File: config.mk
export PLATFORM = sky130hd
export DESIGN_NAME = strap_capture
export DESIGN_NICKNAME = d
export VERILOG_FILES = /design/src/rtl/strap_capture.sv
export SDC_FILE = /design/constraint.sdc
export NUM_CORES = 1
export LEC_CHECK = 0
export ABC_CLOCK_PERIOD_IN_PS = 2320
export BUFFER_PORTS_ARGS = -buffer_cell sky130_fd_sc_hd__buf_2
export CAP_MARGIN = 20
export CORE_ASPECT_RATIO = 1.4
export CORE_MARGIN = 4
export CORE_UTILIZATION = 46
export CTS_CLUSTER_DIAMETER = 50
export CTS_CLUSTER_SIZE = 10
export DETAILED_ROUTE_END_ITERATION = 8
export GPL_TIMING_DRIVEN = 0
export PLACE_DENSITY = 0.67
export SLEW_MARGIN = 5
export SYNTH_ARGS = -nofsm -noshare
export SYNTH_HDL_FRONTEND = slang
export SYNTH_SLANG_ARGS = --single-unit
File: constraint.sdc
create_clock -name clk -period 2.32 [get_ports clk]
set_clock_uncertainty 0.05 [all_clocks]
set_input_delay 0.348 -clock clk [delete_from_list [all_inputs] [get_ports clk]]
set_output_delay 0.348 -clock clk [all_outputs]
set_load 0.02 [all_outputs]
File: src/rtl/strap_capture.sv
module strap_capture #(
  parameter int NPORT      = 4,
  parameter int SAMPLE_CYC = 240,
  parameter int TURN_CYC   = 600000
) (
  input  logic             clk,
  input  logic             rst_n,
  input  logic             mode_pin_i,
  input  logic             pol_strap_i,
  input  logic [1:0]       cnt_strap_i,
  input  logic [NPORT-1:0] green_strap_i,
  input  logic [1:0]       clk_strap_i,
  input  logic             gsusp_i,
  output logic             cfg_valid_o,
  output logic             gang_o,
  output logic             pol_o,
  output logic [2:0]       port_cnt_o,
  output logic [NPORT-1:0] nonrem_o,
  output logic [1:0]       clksel_o,
  output logic             pin_oe_o,
  output logic             pin_out_o
);

  localparam int MAXC = (SAMPLE_CYC > TURN_CYC) ? SAMPLE_CYC : TURN_CYC;
  localparam int CW   = $clog2(MAXC + 1);
  localparam logic [CW-1:0] SAMPLE_LAST = CW'(SAMPLE_CYC - 1);
  localparam logic [CW-1:0] TURN_LAST   = CW'(TURN_CYC - 1);

  typedef enum logic [1:0] {PH_WAIT, PH_HOLD, PH_DRIVE} phase_t;

  phase_t        phase;
  logic [CW-1:0] cnt;
  logic          sample;

  assign sample = (phase == PH_WAIT) && (cnt == SAMPLE_LAST);

  always_ff @(posedge clk or negedge rst_n) begin
    if (!rst_n) begin
      phase <= PH_WAIT;
      cnt   <= '0;
    end else begin
      case (phase)
        PH_WAIT: begin
          if (cnt == SAMPLE_LAST) begin
            phase <= PH_HOLD;
            cnt   <= '0;
          end else cnt <= cnt + 1'b1;
        end
        PH_HOLD: begin
          if (cnt == TURN_LAST) begin
            phase <= PH_DRIVE;
            cnt   <= '0;
          end else cnt <= cnt + 1'b1;
        end
        default: cnt <= '0;
      endcase
    end
  end

  function automatic logic [2:0] ports_of(input logic [1:0] s);
    case (s)
      2'b10:   return 3'd2;
      2'b01:   return 3'd3;
      default: return 3'd4;
    endcase
  endfunction

  function automatic logic [1:0] clk_of(input logic [1:0] s);
    case (s)
      2'b01:   return 2'd1;
      2'b10:   return 2'd2;
      default: return 2'd0;
    endcase
  endfunction

  always_ff @(posedge clk or negedge rst_n) begin
    if (!rst_n) begin
      cfg_valid_o <= 1'b0;
      gang_o      <= 1'b0;
      pol_o       <= 1'b0;
      port_cnt_o  <= 3'd0;
      nonrem_o    <= '0;
      clksel_o    <= 2'd0;
    end else if (sample) begin
      cfg_valid_o <= 1'b1;
      gang_o      <= mode_pin_i;
      pol_o       <= pol_strap_i;
      port_cnt_o  <= ports_of(cnt_strap_i);
      nonrem_o    <= green_strap_i;
      clksel_o    <= clk_of(clk_strap_i);
    end
  end

  assign pin_oe_o  = (phase == PH_DRIVE);
  assign pin_out_o = pin_oe_o & ~(gsusp_i ^ gang_o);

  p_quiet_before_capture_r1: assert property (@(posedge clk) disable iff (!rst_n)
    !cfg_valid_o |-> !pin_oe_o);

  p_oe_sticky_r4: assert property (@(posedge clk) disable iff (!rst_n)
    pin_oe_o |=> pin_oe_o);

  p_oe_after_capture_r4: assert property (@(posedge clk) disable iff (!rst_n)
    $rose(pin_oe_o) |-> (cfg_valid_o && $past(cfg_valid_o)));

  p_gang_suspend_high_r5: assert property (@(posedge clk) disable iff (!rst_n)
    (pin_oe_o && gang_o) |-> (pin_out_o == gsusp_i));

  p_indiv_suspend_low_r5: assert property (@(posedge clk) disable iff (!rst_n)
    (pin_oe_o && !gang_o) |-> (pin_out_o != gsusp_i));

  p_port_range_r6: assert property (@(posedge clk) disable iff (!rst_n)
    cfg_valid_o |-> (port_cnt_o >= 3'd2 && port_cnt_o <= 3'd4));

  p_clk_code_r8: assert property (@(posedge clk) disable iff (!rst_n)
    clksel_o != 2'd3);

  p_frozen_r10: assert property (@(posedge clk) disable iff (!rst_n)
    cfg_valid_o |=> ($stable(gang_o) && $stable(pol_o) && $stable(port_cnt_o)
                     && $stable(nonrem_o) && $stable(clksel_o) && cfg_valid_o));

  p_idle_low_r11: assert property (@(posedge clk) disable iff (!rst_n)
    !pin_oe_o |-> !pin_out_o);

endmodule

Yosys cells after proc, flatten, opt, wreduce, memory -nomap -nowiden
Cells that the tools add are included.
Widths: inputs -> output; s select.
- register bits: 34
- input bits: 13
- output and inout port bits: 14
- add/subtract/negate cells: 1
- equal/unequal tests: 10
- mux-type cells: 8
- bitwise gates (word level): 3
- reductions and logical operators: 4
- operators by type and width (cell ; count):
    $mux 20 ; 2
    $pmux 20 s2 ; 1
    $add 20x1->20 const B ; 1
    $eq 20x20->1 const B ; 1
    $eq 20x8->1 const B ; 1
    $pmux 2 s2 ; 2
    $eq 2x1->1 const B ; 3
    $eq 2x2->1 const B ; 3
    $pmux 3 s2 ; 1
    $mux 2 ; 2
    $reduce_and 3->1 ; 1
    $logic_not 2->1 ; 1
    $ne 2x1->1 const B ; 1
    $ne 2x2->1 const B ; 1
    $reduce_bool 2->1 ; 1
    $and 1x1->1 ; 1
    $logic_and 1x1->1 ; 1
    $not 1->1 ; 1
    $xor 1x1->1 ; 1

Logic depth before layout (Yosys ltp)
- depth in word-level cells: 3
- depth in mapped cells: 6
- depth with buffers taken out: 5

Worst setup path after synthesis
OpenSTA, ideal clock, no wires.
- path type: flip-flop to flip-flop
- from: register cnt[0]
- to: register cnt[10]
- arrival: 1.839 ns
- required time: 2.133 ns
- setup slack: 0.294 ns
- cell stages (with the launch flop): 7
- cell sequence: dfrtp_1 ha_1 nand4_4 or4_1 o31ai_2 buf_2 nor3_1
- longest elaborated chain between the ends: 3
- elaborated cells between the ends (all ways): 6
- classes of those cells: add/sub (1); eq/ne (2); mux (3)
- RTL lines (what ; line ; RTL):
    start: declaration ; 32 ; logic [CW-1:0] cnt;
    start signal: assignment ; 47 ; end else cnt <= cnt + 1'b1;
    start signal: assignment ; 53 ; end else cnt <= cnt + 1'b1;
    $add 20x1->20 (tied with other cells) ; 47, 53 ;
    $mux 20 (on tied branches) ; 50, 44 ;
    $pmux 20 s2 (*) ; 42 ; case (phase)
Mark *: on every way between the ends. The rest lies on a longest branch, timed or not.
A chain may end at the register's enable or synchronous reset.

Final worst setup path
- from: register cnt[0]
- to: register cnt[2]
The elaborated chain is that of the path after synthesis.

==> PnR_summary.wiki <==
{| class="wikitable"
! Metric !! Value
|-
| Placer's final routability congestion estimate || around 0.89
|-
| Post-synthesis net count || ~170
|-
| Iteration-0 DRC Markers || 30
|-
| Most used standard cells in the synthesized netlist || 34 x dfrtp_1, 19 x nor3_1, 10 x mux2_2, 10 x xnor2_1, 8 x inv_1
|-
| Ratio of routed vias to standard cells || about 5.6
|-
| Max-slew violation count || 0
|-
| Detailed placement HPWL || approximately 2500 microns
|-
| Switching share of total power || 0.1886
|-
| Post-route DRC violation count || 0
|-
| Via count of the first global-routing pass || about 1400
|-
| Period utilization || 0.9418
|-
| Main flop type after synthesis || dfrtp_1
|-
| Number of hold violations in the final report || 0
|-
| Combinational share of power || 0.022
|-
| Average footprint of a synthesized cell || approximately 11 sq um
|-
| Largest area contributor in the netlist || dfrtp_1
|-
| Area of the multi-input gates || 755.7 sq um
|-
| Portion of synthesized cell area occupied by the leading cell type || 0.5167
|-
| Later-pin clock latency in the skew report || ~0.28 ns
|-
| Setup repair after global routing missed its margin || false
|-
| Start of the worst register-to-register path || cnt[0]$_DFF_PN0_
|-
| Register clock-pin slew on the reported worst setup and hold paths || about 0.06 ns
|-
| Synth warn || 0
|-
| Post-Route WL || roughly 3500 microns
|-
| Net load switching power || 214.6 uW
|-
| Total routing resource utilization after global routing || 0.1736
|-
| Maximum level of the CTS H-tree || 2
|-
| Worst hold slack || 0.07896 ns
|-
| Minimum period implied by the final worst setup slack || 2.185 ns
|-
| Number of placement rows || 25
|-
| Global-route wire length before repair || 6113 microns
|-
| Boundary Pins || 27
|-
| Final routed wire length divided by cell count || 15.47 microns
|-
| Async SR Flop Fraction || 1.000
|-
| Initial core utilization || 0.4829
|-
| Vias || 1254
|-
| Max-cap violations || 0
|-
| Antenna violations before repair || 0
|-
| Post-synthesis instance total || 150
|-
| Max Freq || approximately 0.46 GHz
|-
| Max rail drop VDD || ~0.61 mV
|-
| Largest fanout on the critical path || 10
|-
| Depth of the most critical reg-to-reg path || 6
|-
| Leak Pwr || 0.9044 nW
|-
| Buffers from clock root to sink, at most || 2
|-
| FF/Latch Area || between 800 and 900 sq um
|-
| Vertical die dimension || 78.79 microns
|-
| Number of distinct library cell variants in the gate-level netlist after synthesis || 31
|-
| Type of element launching the critical path || flip-flop
|-
| Minimum setup slack among reg-to-reg paths || approximately 0.14 ns
|-
| Final total power || 1.138 mW
|-
| Sequential cell fraction of total power || 0.521
|-
| Final-stage net count || ~200
|-
| IO Port Bufs || 26
|-
| DR pass1 iterations || 4
|-
| Cell area power density || just under 600 mW/mm^2
|-
| CTS root buf || clkbuf_8
|-
| Finished Layout Cells || 224
|-
| Arrival time reported for the critical path endpoint || 2.27 ns
|-
| Number of diodes added for antenna fixing || 0
|-
| Num Clock Sinks || 34
|-
| Inserted Clock Buffers || 5
|-
| Internal cell power || roughly 920 uW
|-
| Cell total after placement || about 220
|-
| Least-Margin Pin Slew || 0.7404 ns
|-
| Number of inserted filler cells in the final layout || slightly below 300
|-
| Floorplan die area || ~0.0046 sq mm
|-
| Share of power burned in the clock network || 0.457
|-
| Ratio of cells with drive above 1 in the final layout || 0.2989
|-
| Clock tree from TritonCTS || built
|-
| Hold-fix buffers at CTS || 0
|-
| Mapped cell area || between 0.0015 and 0.002 sq mm
|-
| Endpoint of the worst register-to-register path || cnt[2]$_DFF_PN0_
|-
| Outcome || complete, no violations
|-
| Final total negative setup slack || 0 ns
|-
| Total core area || ~0.0034 sq mm
|-
| Endpoints failing setup || 0
|-
| Relative slew slack || 0.5064
|-
| Total of flip-flops plus latches after synthesis || 34
|-
| Cell with the most instances after synthesis || dfrtp_1
|-
| Setup crit end kind || flip-flop
|-
| Sequential element share of the synthesized area || 0.5167
|-
| Required @ worst endpoint || about 2.4 ns
|-
| Critical path launch point || cnt[0]$_DFF_PN0_
|-
| Critical path class || reg -> reg
|-
| Post-synth EDFFs || 0
|-
| Pin count of the biggest net entering global routing || 35
|-
| X dimension of the die || 58.57 microns
|-
| Aggregate global routing overflow || 0
|-
| Synth area leaders || dfrtp_1 52%, mux2_2 6.8%, nor3_1 5.8%, xnor2_1 5.3%, nand4_1 2.7%
|-
| Number of nets with antenna violations after routing || 0
|-
| Area overhead of the layout relative to synthesis || 18.77%
|-
| Min-Delay Path Class || in -> async
|}
## layout make-up
class / instances / share of cell area
repair buffers: 26 / 0.06654
clock buffers: 7 / 0.03903
multi-input cells: 102 / 0.3864
plain buffers: 6 / 0.01663
inverters: 8 / 0.01536
flip-flops and latches: 34 / 0.4351
clock inverters: 1 / 0.01536
well taps: 40 / 0.02559
## per-stage QoR
stage | utilization | setup slack, ns | instance area [sq um]
after floorplan | - | 0.2940 | 1647
after global placement | 0.5358 | 0.03884 | 1827
after detailed placement | 0.5358 | -0.04108 | 1827
after CTS | 0.5684 | 0.03200 | 1938
after global routing | 0.5736 | 0.02188 | 1956
final | 0.5736 | 0.1351 | 1956
## timing repair
action                     4_1_cts  5_1_grt
resized for setup                1        4
buffers inserted                 0        0
setup endpoints to repair        7       24
## power groups by stage
stage / logic (mW) / registers (mW) / clock network (mW)
3_5_place_dp: 0.0263 / 0.604 / 0
6_report: 0.0251 / 0.593 / 0.520
2_1_floorplan: 0.00366 / 0.604 / 0
3_3_place_gp: 0.0250 / 0.604 / 0
5_1_grt: 0.0300 / 0.592 / 0.562
4_1_cts: 0.0264 / 0.593 / 0.533
## worst max-delay path by stage
stage                              end
6_report              cnt[2]$_DFF_PN0_
5_1_grt              cnt[19]$_DFF_PN0_
4_1_cts               cnt[2]$_DFF_PN0_
3_5_place_dp   nonrem_o[3]$_DFFE_PN0P_
3_3_place_gp   nonrem_o[2]$_DFFE_PN0P_
2_1_floorplan        cnt[10]$_DFF_PN0_
## cells in the final DEF (no fill, tap or decap), drive strengths merged, types with 3 or more instances in the layout
cell type / n
dfrtp: 34
buf: 30
nor3: 19
xnor2: 10
mux2: 10
clkbuf: 9
inv: 8
nand4: 8
nor2: 5
nor4: 5
nand2: 5
o21ai: 5
or3: 5
a211oi: 5
nand3: 4
xor2: 4
or4: 3
## kinds of logic after synthesis
logic type / Yosys count / share of synthesized area
and+or+nand+nor: 63 / 0.2264
xor gates and xnor gates: 14 / 0.07446
AOI/OAI and AO/OA: 12 / 0.05623
DFF: 34 / 0.5167
adders and majority gates: 2 / 0.01520
buffers and inverters: 14 / 0.03648
muxes: 11 / 0.07447
## critical path, stage by stage, from the launching register on
cell and delay, ns:
dfrtp_1 0.40, ha_1 0.27, nand4_4 0.15, or4_1 0.61, o31ai_4 0.25, buf_4 0.24
nor3_1 0.08
## sequential cells by signal, indices dropped and copies added (netlist names)
register,cells
gang_o,1
port_cnt_o,3
clksel_o,2
cfg_valid_o,1
phase,2
pol_o,1
nonrem_o,4
cnt,20
## layer usage
layer,track usage,up-vias,routed length [microns]
met5,0,-,0
met4,0.07193,0,61
met3,0.05366,7,148
met2,0.3009,25,1849
met1,0.1916,617,1407
li1,-,605,-
No activity file was read; power rests on OpenSTA's default activity.
